$ cat config.mk
export PLATFORM = sky130hd
export DESIGN_NAME = frame_seq
export DESIGN_NICKNAME = d
export VERILOG_FILES = /design/src/rtl/fseq_pkg.sv /design/src/rtl/fseq_ctl.sv /design/src/rtl/fseq_timer.sv /design/src/rtl/fseq_irq.sv /design/src/rtl/frame_seq.sv
export SDC_FILE = /design/constraint.sdc
export NUM_CORES = 1
export LEC_CHECK = 0
export ABC_CLOCK_PERIOD_IN_PS = 4200
export BUFFER_PORTS_ARGS = -buffer_cell sky130_fd_sc_hd__buf_2
export CORE_MARGIN = 1.5
export CORE_UTILIZATION = 36
export DETAILED_ROUTE_END_ITERATION = 8
export GPL_ROUTABILITY_DRIVEN = 0
export SLEW_MARGIN = 20
export SYNTH_ARGS = -nofsm -noshare
export SYNTH_HDL_FRONTEND = slang
export SYNTH_HIERARCHICAL = 1
export SYNTH_SLANG_ARGS = --single-unit
$ cat constraint.sdc
create_clock -name clk -period 4.2 [get_ports clk]
set_input_delay 0.42 -clock clk [delete_from_list [all_inputs] [get_ports clk]]
set_output_delay 0.42 -clock clk [all_outputs]
set_load 0.01 [all_outputs]
$ cat src/rtl/fseq_pkg.sv
package fseq_pkg;
  localparam int unsigned STEP_A   = 7457;
  localparam int unsigned STEP_B   = 14913;
  localparam int unsigned STEP_C   = 22371;
  localparam int unsigned STEP_D   = 29829;
  localparam int unsigned STEP_E   = 37281;
  localparam int unsigned LAG_EVEN = 3;
  localparam int unsigned LAG_ODD  = 4;
  localparam int unsigned SEL_BIT  = 7;
  localparam int unsigned MASK_BIT = 6;

  typedef struct packed {
    logic five;
    logic mask;
  } seq_mode_t;
endpackage

$ cat src/rtl/fseq_ctl.sv
module fseq_ctl
  import fseq_pkg::*;
#(
  parameter int unsigned LAG_E = LAG_EVEN,
  parameter int unsigned LAG_O = LAG_ODD
) (
  input  logic      clk,
  input  logic      rst_n,
  input  logic      ce,
  input  logic      wr,
  input  seq_mode_t wval,
  output seq_mode_t cur,
  output logic      pend_five,
  output logic      commit
);
  localparam int unsigned DW = $clog2(LAG_O + 1);

  logic          par;
  logic [DW-1:0] lag;
  seq_mode_t     pend;

  assign commit    = ce && !wr && (lag == DW'(1));
  assign pend_five = pend.five;

  always_ff @(posedge clk) begin
    if (!rst_n) begin
      par  <= 1'b0;
      lag  <= '0;
      pend <= '0;
      cur  <= '0;
    end else begin
      if (ce) par <= ~par;
      if (wr) begin
        pend <= wval;
        lag  <= par ? DW'(LAG_O) : DW'(LAG_E);
      end else if (ce && lag != '0) begin
        lag <= lag - DW'(1);
        if (lag == DW'(1)) cur <= pend;
      end
    end
  end

  // the delay never exceeds the longer setting
  p_lag_range_r6: assert property (@(posedge clk) disable iff (!rst_n)
    lag <= DW'(LAG_O));
  // the active mode changes only on a commit edge
  p_mode_hold_r6: assert property (@(posedge clk) disable iff (!rst_n)
    !commit |=> $stable(cur));
endmodule

$ cat src/rtl/fseq_timer.sv
module fseq_timer
  import fseq_pkg::*;
#(
  parameter int unsigned S1 = STEP_A,
  parameter int unsigned S2 = STEP_B,
  parameter int unsigned S3 = STEP_C,
  parameter int unsigned S4 = STEP_D,
  parameter int unsigned S5 = STEP_E
) (
  input  logic clk,
  input  logic rst_n,
  input  logic ce,
  input  logic five,
  input  logic commit,
  input  logic commit_five,
  output logic qtr,
  output logic half,
  output logic frame_hit
);
  localparam int unsigned WRAP4 = S4 + 1;
  localparam int unsigned WRAP5 = S5 + 1;
  localparam int unsigned CW    = $clog2(WRAP5 + 1);

  logic [CW-1:0] cnt, nx;
  logic          hit_q, hit_h, last;

  always_comb begin
    nx    = cnt + CW'(1);
    hit_q = (nx == CW'(S1)) || (nx == CW'(S2)) || (nx == CW'(S3)) ||
            (!five && nx == CW'(S4)) || (five && nx == CW'(S5));
    hit_h = (nx == CW'(S2)) ||
            (!five && nx == CW'(S4)) || (five && nx == CW'(S5));
    last  = five ? (nx == CW'(WRAP5)) : (nx == CW'(WRAP4));
  end

  assign frame_hit = ce && !commit && !five && (nx == CW'(S4));

  always_ff @(posedge clk) begin
    if (!rst_n) begin
      cnt  <= '0;
      qtr  <= 1'b0;
      half <= 1'b0;
    end else begin
      qtr  <= 1'b0;
      half <= 1'b0;
      if (ce) begin
        if (commit) begin
          cnt  <= '0;
          qtr  <= commit_five;
          half <= commit_five;
        end else begin
          cnt  <= last ? '0 : nx;
          qtr  <= hit_q;
          half <= hit_h;
        end
      end
    end
  end

  // a half step is always also a quarter step
  p_half_with_qtr_r2: assert property (@(posedge clk) disable iff (!rst_n)
    half |-> qtr);
  // no counting without an enable
  p_frozen_r3: assert property (@(posedge clk) disable iff (!rst_n)
    !ce |=> $stable(cnt));
  // a commit restarts the count
  p_commit_zero_r6: assert property (@(posedge clk) disable iff (!rst_n)
    commit |=> cnt == '0);
  // count stays below the longest period
  p_cnt_range_r8: assert property (@(posedge clk) disable iff (!rst_n)
    cnt < CW'(WRAP5));
endmodule

$ cat src/rtl/fseq_irq.sv
module fseq_irq (
  input  logic clk,
  input  logic rst_n,
  input  logic hit,
  input  logic mask,
  input  logic five,
  input  logic mask_wr,
  input  logic rd,
  output logic flag
);
  logic set;
  assign set = hit && !mask;

  always_ff @(posedge clk) begin
    if (!rst_n)       flag <= 1'b0;
    else if (mask_wr) flag <= 1'b0;
    else if (set)     flag <= 1'b1;
    else if (rd)      flag <= 1'b0;
  end

  // a masking write drops the flag
  p_mask_clears_r7: assert property (@(posedge clk) disable iff (!rst_n)
    mask_wr |=> !flag);
  // a read with no coincident set acknowledges
  p_read_clears_r5: assert property (@(posedge clk) disable iff (!rst_n)
    (rd && !hit) |=> !flag);
  // the five-step sequence never raises the flag
  p_no_rise_five_r8: assert property (@(posedge clk) disable iff (!rst_n)
    $rose(flag) |-> !$past(five));
endmodule

$ cat src/rtl/frame_seq.sv
module frame_seq
  import fseq_pkg::*;
#(
  parameter int unsigned S1    = STEP_A,
  parameter int unsigned S2    = STEP_B,
  parameter int unsigned S3    = STEP_C,
  parameter int unsigned S4    = STEP_D,
  parameter int unsigned S5    = STEP_E,
  parameter int unsigned LAG_E = LAG_EVEN,
  parameter int unsigned LAG_O = LAG_ODD
) (
  input  logic       clk,
  input  logic       rst_n,
  input  logic       cpu_ce,
  input  logic       mode_wr,
  input  logic [7:0] mode_wdata,
  input  logic       stat_rd,
  input  logic       ext_irq,
  output logic [7:0] stat_rdata,
  output logic       qtr_tick,
  output logic       half_tick,
  output logic       irq
);
  seq_mode_t wval, cur;
  logic      pend_five, commit, frame_hit, flag, mask_wr;
  logic      wdata_unused;

  assign wval.five    = mode_wdata[SEL_BIT];
  assign wval.mask    = mode_wdata[MASK_BIT];
  assign wdata_unused = ^mode_wdata[5:0];
  assign mask_wr      = mode_wr && mode_wdata[MASK_BIT];

  fseq_ctl #(.LAG_E(LAG_E), .LAG_O(LAG_O)) u_ctl (
    .clk(clk), .rst_n(rst_n), .ce(cpu_ce), .wr(mode_wr), .wval(wval),
    .cur(cur), .pend_five(pend_five), .commit(commit)
  );

  fseq_timer #(.S1(S1), .S2(S2), .S3(S3), .S4(S4), .S5(S5)) u_tmr (
    .clk(clk), .rst_n(rst_n), .ce(cpu_ce), .five(cur.five),
    .commit(commit), .commit_five(pend_five),
    .qtr(qtr_tick), .half(half_tick), .frame_hit(frame_hit)
  );

  fseq_irq u_irq (
    .clk(clk), .rst_n(rst_n), .hit(frame_hit), .mask(cur.mask),
    .five(cur.five), .mask_wr(mask_wr), .rd(stat_rd), .flag(flag)
  );

  assign stat_rdata = {ext_irq, flag, 6'b0};
  assign irq        = flag | ext_irq;
endmodule

==> results of run 1 <==
worst max-delay path, stage by stage, from the launching register on:
cell	delay (ns)
dfxtp_1	0.50
ha_1	0.31
nand3_1	0.46
nor4_4	0.37
xnor2_1	0.18
or4_4	0.57
or4_1	0.52
a211o_1	0.31
o31ai_1	0.07
cell usage in the layout, fill, tap and decap left out, drive strengths merged, types with 6 or more instances in the layout:
master and instances:
a21oi 8, conb 6, nand2 27, xnor2 7
buf 12, nor2 6, dfxtp 27, ha 7
nor2b 10, inv 12, o21ai 14, nor3 12
xor2 6, nand3 7
metrics by stage:
stage	instances	hold slack (ns)	worst slack (ns)	power (W)	area, um2
floorplan	239	0.430	1.50	0.000328	1920
global route	305	0.403	0.567	0.000519	1990
global placement	301	0.441	0.899	0.000339	1950
CTS	305	0.392	0.847	0.000500	1990
detailed placement	301	0.448	0.870	0.000340	1950
finish	305	0.402	0.825	0.000490	1990
power by group:
part / leakage (nW) / total [W] / switching (W) / internal, W
Sequential: 0.219 / 0.000272 / 0.00000867 / 0.000263
Combinational: 0.524 / 0.0000617 / 0.0000346 / 0.0000271
Clock: 0.0217 / 0.000156 / 0.0000890 / 0.0000674
Total: 0.765 / 0.000490 / 0.000132 / 0.000358
cell type report:
| type | instances | share of cell area, % |
|---|---|---|
| well taps | 70 | 4.39 |
| multi-input cells | 180 | 60.8 |
| clock buffers | 3 | 2.07 |
| inverters | 12 | 2.26 |
| clock inverters | 1 | 0.376 |
| repair buffers | 12 | 3.01 |
| flip-flops and latches | 27 | 27.1 |
worst paths after layout:
path,start,endpoint,depth (start not counted)
setup / recovery,u_tmr/cnt[0],u_tmr/qtr,8
hold / removal,mode_wdata[7],u_ctl/pend_five,3
setup reg to reg,u_tmr/cnt[0],u_tmr/qtr,8
hold reg to reg,u_ctl/pend[0],u_ctl/cur[0],2
kinds of logic after synthesis:
group           count (synthesis)  synth area share, %
flops                          27                 28.4
buf+inv                        32                 8.87
simple gates                  105                 33.7
xor+xnor                       13                 5.98
fa+ha+maj                       7                 4.60
compound gates                 45                 16.2
mux                             4                 2.10
other cells                     1                0.197
metal layers:
layer  up-vias  track usage [%]
met4         0             4.17
li1        812                -
met2        37             23.2
met3         4             2.12
met1       698             21.5
met5         -                0
==> impl_metrics.py, run 1 <==
metrics = {
    "synthesis": {
        "synth.area.top_cells": "dfxtp_1, nand2_1, ha_1, o21ai_0, buf_4",
        "synth_cell_type_count": 58,
        "ys_ff_latch": 27,
        "synth.cell_area_um2": 1900,
        "synth_common_cells": "dfxtp_1, nand2_1, o21ai_0",
        "async_flop_share_pct": 0,
        "synth_top_flop_cell": "dfxtp_1",
        "synthCells": 234,
        "synth_edf_count": 0,
        "synth_area_per_cell_um2": 8.13,
        "yosysWarnings": 6,
        "yosysTopAreaCell": "dfxtp_1",
        "seq_area_frac_synth_pct": 28.4,
        "synth_top_area_share_pct": 28.4,
    },
    "route": {
        "drt-initial-drc-count": 139,
        "drtAntennaViolNets": 0,
        "met3RoutedLength_um": 172,
        "m1WireLength_um": 1950,
        "drc": 0,
        "top_layer": "met4",
        "routed-via-count": 1551,
        "drt_wl_total_um": 3960,
        "met2_length_um": 1810,
        "first_pass_iters": 4,
        "vias_per_cell": 5.09,
        "routedWlPerCell_um": 13.0,
    },
    "finish": {
        "drive_gt1_share_pct": 11.1,
        "synthToLayoutAreaGrowth_pct": 4.80,
        "multi_input_area_um2": 1210,
        "n_fill_cell": 550,
        "diodes": 0,
        "final_util_pct": 39.0,
        "reg_top3": "u_tmr/cnt: 16 flops, u_ctl/lag: 3 flops, u_ctl/cur: 2 flops",
        "seq_area_um2": 541,
        "largest-register": "u_tmr/cnt",
        "largest_reg_flops": 16,
        "layout.nets": 257,
    },
    "timing": {
        "setup_viol": 0,
        "rsz0062_at_grt": "false",
        "fmax_ghz": 0.296,
        "fin_crit_sh_pct": 80.4,
        "fin_skew_ns": 0.00345,
        "setup-tns-final_ns": 0,
        "hold_viol_final": 0,
        "worst_slew_pin_slew_ns": 0.782,
        "period_needed_ns": 3.38,
        "slew_viol_final": 0,
        "relSlewSlack_pct": 47.8,
    },
    "setup_path": {
        "timing_worst_setup_path_type": "reg2reg",
        "required_ns": 4.39,
        "crit_fanout": 12,
        "ff2ff_setup_slack_ns": 0.82,
        "startpoint_type": "flip-flop",
        "arrival_ns": 3.57,
        "end_kind": "flip-flop",
    },
    "cts": {
        "clk-insertion-delay-late_ns": 0.28,
        "clockRootBuffer": "clkbuf_8",
        "postCtsSetupRepairBufs": 0,
        "cts_made_buffers": 3,
        "clk_pin_slew_ns": 0.10,
        "h-tree-depth": 1,
        "clock-sinks": 27,
        "cts_resized": 0,
        "hold_buffers": 0,
        "cts_tree": "built",
        "cts.path.max_buffers": 2,
    },
    "power": {
        "ir_worst_vdd_mv": 0.137,
        "power.density_nw_per_um2": 246,
        "leakage_nw": 0.765,
    },
    "status": {
        "status": "finished clean",
    },
    "grt": {
        "first_global_vias": 1383,
        "groute.usage.overall_pct": 14.9,
        "grt_max_degree": 22,
        "gr-total-overflow": 0,
        "grt_antenna_before_repair": 0,
        "grt_pass1_wl_um": 6570,
    },
    "placed_design": {
        "port_buffers": 12,
        "dp_hpwl_um": 2840,
    },
    "hold_path": {
        "min_path_type": "in2reg",
    },
    "floorplanning": {
        "rows": 26,
        "core_um2": 5110,
        "ios": 25,
        "die_h_um": 75.7,
        "dieWidth_um": 75.7,
        "dieArea_um2": 5730,
        "start_util_pct": 37.3,
    },
    "flow_run": {
        "cap_viol_max_count": 0,
    },
}
Note: power is estimated with default switching activity, not from simulation.
==> run 2: changes to the inputs <==
--- a/config.mk
+++ b/config.mk
@@ -5,7 +5,8 @@
 export SDC_FILE = /design/constraint.sdc
 export NUM_CORES = 1
 export LEC_CHECK = 0
-export ABC_CLOCK_PERIOD_IN_PS = 4200
+export ABC_AREA = 1
+export ABC_CLOCK_PERIOD_IN_PS = 3130
 export BUFFER_PORTS_ARGS = -buffer_cell sky130_fd_sc_hd__buf_2
 export CORE_MARGIN = 1.5
 export CORE_UTILIZATION = 36
==> constraint.sdc (replaced) <==
create_clock -name clk -period 3.13 [get_ports clk]
set_input_delay 0.313 -clock clk [delete_from_list [all_inputs] [get_ports clk]]
set_output_delay 0.313 -clock clk [all_outputs]
set_load 0.01 [all_outputs]
==> run 2 against run 1 <==
Against the previous run:
- die area increased by 10%
- cell area increased by 13%
- via count increased by 38%
- core utilization increased by 1.4 points
- highest routed layer unchanged
==> impl_metrics.py, run 2 <==
metrics = {
    "status": {
        "status": "finished clean",
    },
    "timing": {
        "setup-tns-final_ns": 0,
        "period_needed_ns": 2.34,
        "rsz0062_at_grt": "false",
        "fmax_ghz": 0.428,
        "fin_crit_sh_pct": 74.7,
        "fin_skew_ns": 0.00451,
        "worst_slew_pin_slew_ns": 0.559,
        "setup_viol": 0,
        "slew_viol_final": 0,
        "hold_viol_final": 0,
        "hold_ws_ns": 0.277,
        "relSlewSlack_pct": 62.7,
    },
    "synthesis": {
        "synth_most_common_cell": "nand2_1",
        "yosysTopAreaCell": "dfxtp_1",
        "yosysWarnings": 6,
        "synth.cell_area_um2": 2110,
        "synthCells": 369,
        "ys_ff_latch": 27,
        "synth_edf_count": 0,
        "synth_cell_type_count": 26,
        "async_flop_share_pct": 0,
        "synth_top_flop_cell": "dfxtp_1",
        "seq_area_frac_synth_pct": 25.7,
        "synth_common_cells": "nand2_1, nor2_1, inv_1",
        "synth_area_per_cell_um2": 5.71,
        "synth.area.top_cells": "dfxtp_1, nand2_1, nor2_1, inv_1, a21oi_1",
        "synth_top_area_share_pct": 25.7,
    },
    "finish": {
        "synthToLayoutAreaGrowth_pct": 7.01,
        "reg_top3": "u_tmr/cnt: 16 flops, u_ctl/lag: 3 flops, u_ctl/cur: 2 flops",
        "n_fill_cell": 625,
        "diodes": 0,
        "largest-register": "u_tmr/cnt",
        "layout.nets": 402,
        "largest_reg_flops": 16,
        "final_util_pct": 40.4,
        "final_common_cell": "nand2_1",
        "mostFrequentLayoutCells": "nand2_1, nor2_1, inv_1",
        "drive_gt1_share_pct": 10.0,
    },
    "cts": {
        "cts.path.max_buffers": 2,
        "h-tree-depth": 1,
        "clk-insertion-delay-late_ns": 0.28,
        "cts_made_buffers": 3,
        "clockRootBuffer": "clkbuf_8",
        "cts_tree": "built",
        "clk_pin_slew_ns": 0.10,
        "clock-sinks": 27,
        "postCtsSetupRepairBufs": 0,
        "hold_buffers": 0,
        "cts_resized": 0,
    },
    "placed_design": {
        "dp_hpwl_um": 3900,
        "port_buffers": 12,
    },
    "setup_path": {
        "r2r_end": "u_tmr/cnt[14]",
        "startpoint_type": "flip-flop",
        "timing_worst_setup_path_type": "reg2reg",
        "critical-path-slowest-cell": "dfxtp_1",
        "required_ns": 3.34,
        "max_stage_delay_ns": 0.44,
        "crit_top_cell": "nand2_1",
        "crit_end": "u_tmr/cnt[14]",
        "cp_cell_sequence": "ha_1 -> nand3_1 -> nor2_2 -> nand3_1 -> nand2_1 -> nand2_1 -> nand2_1 -> nor2_1 -> nand2_2 -> nand2_1 -> nand2_2 -> nand2_1 -> a21oi_1",
        "cp-startpoint": "u_tmr/cnt[1]",
        "crit_fanout": 11,
        "arrival_ns": 2.55,
        "ff2ff_setup_slack_ns": 0.79,
        "end_kind": "flip-flop",
        "timing.rr.start": "u_tmr/cnt[1]",
        "reg2reg_depth": 13,
    },
    "floorplanning": {
        "rows": 27,
        "die_h_um": 79.5,
        "core_um2": 5570,
        "ios": 25,
        "dieWidth_um": 79.5,
        "dieArea_um2": 6320,
        "start_util_pct": 37.8,
    },
    "flow_run": {
        "cap_viol_max_count": 0,
    },
    "power": {
        "power.total_w": 0.000662,
        "leakage_nw": 0.994,
        "ir_worst_vdd_mv": 0.164,
        "power.density_nw_per_um2": 294,
    },
    "hold_path": {
        "min_path_type": "in2reg",
    },
    "route": {
        "drtAntennaViolNets": 0,
        "routedWlPerCell_um": 11.2,
        "drc": 0,
        "drt_wl_total_um": 5060,
        "vias_per_cell": 4.73,
        "routed-via-count": 2138,
        "first_pass_iters": 4,
        "drt-initial-drc-count": 120,
    },
    "grt": {
        "groute.usage.overall_pct": 17.0,
        "grt_max_degree": 18,
        "first_global_vias": 1909,
        "grt_pass1_wl_um": 8560,
        "grt_antenna_before_repair": 0,
        "gr-total-overflow": 0,
    },
}
## run 2: cell types whose count changed after synthesis, sizes merged, moves of 6 or more
cell,change
buf,-6
nand3,+15
a21oi,+16
nor3,-10
nor2b,-10
nor2,+56
nand2,+108
inv,+38
## run 2: how the worst min path moves through the flow
| stage | start | endpoint | slack [ns] | cells past startpoint |
|---|---|---|---|---|
| global placement | u_ctl/pend[0] | u_ctl/pend[0] | 0.45 | 2 |
| floorplan | u_ctl/pend[0] | u_ctl/pend[0] | 0.43 | 2 |
| global route | stat_rd | u_irq/flag | 0.29 | 4 |
| CTS | stat_rd | u_irq/flag | 0.27 | 4 |
| detailed placement | u_ctl/pend[0] | u_ctl/pend[0] | 0.45 | 2 |
| finish | stat_rd | u_irq/flag | 0.28 | 4 |
## run 2: worst max-delay path, delay by kind of cell, from the launching register on
kind | cells | cell delay, ns
AND/OR/NAND/NOR | 11 | 1.37
flip-flops | 1 | 0.44
adder cells (fa/ha/maj) | 1 | 0.33
AO/OA/AOI/OAI | 1 | 0.12
## run 2: report_power, final
group          total [W]  switching [W]  internal, W
clock           0.000210       0.000121    0.0000896
sequential      0.000362     0.00000852     0.000353
combinational  0.0000898      0.0000595    0.0000302
total           0.000662       0.000189     0.000473
## run 2: final cells by class
type	instances	area, um2	share of cell area [%]
multi-input cells	283	1300	57.8
clock inverters	1	5.00	0.222
inverters	51	191	8.50
clock buffers	3	41.3	1.83
flip-flops and latches	27	541	24.0
repair buffers	15	82.6	3.66
well taps	72	90.1	4.00
## run 2: per-layer routing
| layer | part of all wire, % | track usage, % | vias up |
|---|---|---|---|
| li1 | - | - | 1151 |
| met1 | 47 | 22.3 | 943 |
| met2 | 48 | 29.3 | 40 |
| met3 | 4.1 | 3.09 | 4 |
| met4 | 1.0 | 2.98 | 0 |
| met5 | 0 | 0 | - |
## run 2: metrics by stage
| stage | worst slack, ns | area, um2 | std cells |
|---|---|---|---|
| floorplan | 1.27 | 2120 | 374 |
| global placement | 0.875 | 2210 | 448 |
| detailed placement | 0.855 | 2210 | 448 |
| CTS | 0.818 | 2250 | 452 |
| global route | 0.560 | 2250 | 452 |
| finish | 0.791 | 2250 | 452 |
## run 2: cells by family (layout without fill, tap and decap cells)
group                      count (synthesis)  in the layout  synth area share (%)
xor gates and xnor gates                   3              3                  1.25
buffers and inverters                     64             70                  13.4
adders and majority gates                  7              7                  4.16
other                                      1              6                 0.178
AOI/OAI and AO/OA                         34             34                  8.56
DFF                                       27             27                  25.7
and+or+nand+nor                          233            233                  46.8
==> run 3: changes to the inputs <==
--- a/config.mk
+++ b/config.mk
@@ -5,8 +5,8 @@
 export SDC_FILE = /design/constraint.sdc
 export NUM_CORES = 1
 export LEC_CHECK = 0
-export ABC_AREA = 1
-export ABC_CLOCK_PERIOD_IN_PS = 3130
+export ABC_AREA = 0
+export ABC_CLOCK_PERIOD_IN_PS = 2200
 export BUFFER_PORTS_ARGS = -buffer_cell sky130_fd_sc_hd__buf_2
 export CORE_MARGIN = 1.5
 export CORE_UTILIZATION = 36
==> constraint.sdc (replaced) <==
create_clock -name clk -period 2.2 [get_ports clk]
set_input_delay 0.22 -clock clk [delete_from_list [all_inputs] [get_ports clk]]
set_output_delay 0.22 -clock clk [all_outputs]
set_load 0.01 [all_outputs]
==> run 3 against run 2 <==
Against the previous run:
- the flow now finishes with violations (setup timing)
- critical path depth shrank 5
- core utilization grew 11 points
- worst setup slack lost 1.1 ns
- sequential power grew 43%
- largest power group unchanged
- register-to-register slack lost 1.1 ns
- fmax shrank 7.8%
- via count shrank 13%
- die area shrank 9.3%
- non-clock buffer count grew 50
- sequential share of layout area shrank 2.9 points
- combinational power grew 65%
==> impl_metrics.py, run 3 (synthesis gave the netlist of run 1 again) <==
metrics = {
    "status": {
        "status": "complete, but fails checks",
        "violations": "setup timing",
    },
    "timing": {
        "period_needed_ns": 2.54,
        "hold_ws_ns": 0.198,
        "fmax_ghz": 0.394,
        "hold_viol_final": 0,
        "relSlewSlack_pct": 66.6,
        "setup-tns-final_ns": -2.59,
        "fin_skew_ns": 0.00501,
        "fin_crit_sh_pct": 115,
        "rsz0062_at_grt": "true",
        "worst_slew_pin_slew_ns": 0.495,
        "finalWorstSetupSlack_ns": -0.338,
        "setup_viol": 14,
        "slew_viol_final": 0,
    },
    "setup_path": {
        "critPathBufInv": 0,
        "required_ns": 2.41,
        "crit_fanout": 5,
        "critical-path-top-delay-family": "simple AND/OR/NAND/NOR gates",
        "arrival_ns": 2.74,
        "crit_top_cell": "or4_4",
        "startpoint_type": "flip-flop",
        "end_kind": "flip-flop",
        "timing_worst_setup_path_type": "reg2reg",
        "max_stage_delay_ns": 0.58,
        "cp_cell_sequence": "ha_4 -> nand3_4 -> nor3_4 -> xnor2_2 -> or4_4 -> or4_4 -> a211o_1 -> o31ai_1",
        "critical-path-slowest-cell": "or4_4",
    },
    "floorplanning": {
        "start_util_pct": 37.3,
        "ios": 25,
        "dieWidth_um": 75.7,
        "dieArea_um2": 5730,
        "die_h_um": 75.7,
        "core_um2": 5110,
        "rows": 26,
    },
    "route": {
        "drc": 0,
        "drtAntennaViolNets": 0,
        "drt_wl_total_um": 4870,
        "first_pass_iters": 4,
        "vias_per_cell": 5.18,
        "routedWlPerCell_um": 13.6,
        "routed-via-count": 1853,
        "drt-initial-drc-count": 111,
    },
    "hold_path": {
        "min_path_type": "in2reg",
    },
    "cts": {
        "h-tree-depth": 1,
        "cts_tree": "built",
        "clk-insertion-delay-late_ns": 0.28,
        "clock-sinks": 27,
        "clk_pin_slew_ns": 0.11,
        "hold_buffers": 0,
        "cts.path.max_buffers": 2,
        "clockRootBuffer": "clkbuf_8",
        "cts_made_buffers": 3,
    },
    "grt": {
        "grt.busiest_layer": "met2",
        "first_global_vias": 1627,
        "grt_antenna_before_repair": 0,
        "gr-total-overflow": 0,
        "grt_max_degree": 22,
        "met3_usage_pct": 2.38,
        "met1_usage_pct": 23.5,
        "met2_usage_pct": 27.4,
        "grt_pass1_wl_um": 7410,
        "groute.usage.overall_pct": 16.8,
    },
    "finish": {
        "drive_gt1_share_pct": 41.3,
        "largest-register": "u_tmr/cnt",
        "synthToLayoutAreaGrowth_pct": 39.2,
        "final_common_cell": "buf_4",
        "largest_reg_flops": 16,
        "n_fill_cell": 495,
        "layout.nets": 310,
        "postLayoutCellArea_um2": 2650,
        "mostFrequentLayoutCells": "buf_4, nand2_1, dfxtp_1",
        "reg_top3": "u_tmr/cnt: 16 flops, u_ctl/lag: 3 flops, u_ctl/cur: 2 flops",
        "diodes": 0,
        "fin_cells": 358,
    },
    "placed_design": {
        "place_area_um2": 2350,
        "dp.cells": 346,
        "dpl_worst_slack_ns": -0.374,
        "dp_hpwl_um": 3500,
        "port_buffers": 12,
    },
    "flow_run": {
        "cap_viol_max_count": 0,
    },
    "power": {
        "leakage_nw": 1.11,
        "ir_worst_vdd_mv": 0.249,
        "power.density_nw_per_um2": 368,
    },
}
## run 3: changes by cell type in the layout (fill, tap and decap cells not counted), moves of 10 or more
cell / before / now
buf_4: 3 / 51
dfxtp_1: 27 / 16
nor2b_1: 0 / 10
a21oi_1: 23 / 6
nand3_1: 22 / 4
inv_1: 49 / 12
nand2_1: 128 / 27
nor2_1: 53 / 6
## run 3: metrics by stage
stage	util, %	total power, W
global placement	46.0	0.000664
finish	51.9	0.000976
floorplan	-	0.000629
global route	51.9	0.00103
detailed placement	46.0	0.000665
CTS	48.1	0.000986
## run 3: what timing repair did
action                                  in CTS  in global routing
gates resized for setup                      9                 38
pin swaps                                    5                 17
setup buffers                                2                  7
endpoints found under the setup margin      14                 14
## run 3: routing by layer
metal	up-vias	routed length, um
met4	0	92
met1	887	2300
met2	33	2310
met5	-	0
met3	11	165
li1	922	-
## run 3: report_power, final
group	internal [W]	switching, W	total (W)
clock	0.000133	0.000178	0.000312
sequential	0.000503	0.0000129	0.000516
combinational	0.0000663	0.0000819	0.000148
## run 3: area by class of cell
cell class                 instances  area, um2  area share [%]
timing repair buffer              65        465            17.6
inverter                          12       45.0            1.70
multi-input combinational        180       1440            54.4
clock inverter                     1       8.76           0.331
clock buffer                       3       41.3            1.56
sequential                        27        559            21.1
tap                               70       87.6            3.31
## run 3: path summary, 6_finish.rpt
| path | to | slack, ns | cells past startpoint | start |
|---|---|---|---|---|
| max | u_tmr/qtr | -0.34 | 8 | u_tmr/cnt[0] |
| min | u_ctl/pend_five | 0.20 | 3 | mode_wdata[7] |
| max reg2reg | u_tmr/qtr | -0.34 | 8 | u_tmr/cnt[0] |
| min reg2reg | u_ctl/cur[0] | 0.46 | 2 | u_ctl/cur[0] |
## run 3: worst register-to-register path, stage by stage, from the launching register on
cell,delay (ns)
dfxtp_4,0.39
ha_4,0.14
nand3_4,0.10
nor3_4,0.29
xnor2_2,0.12
or4_4,0.58
or4_4,0.52
a211o_1,0.26
o31ai_1,0.06
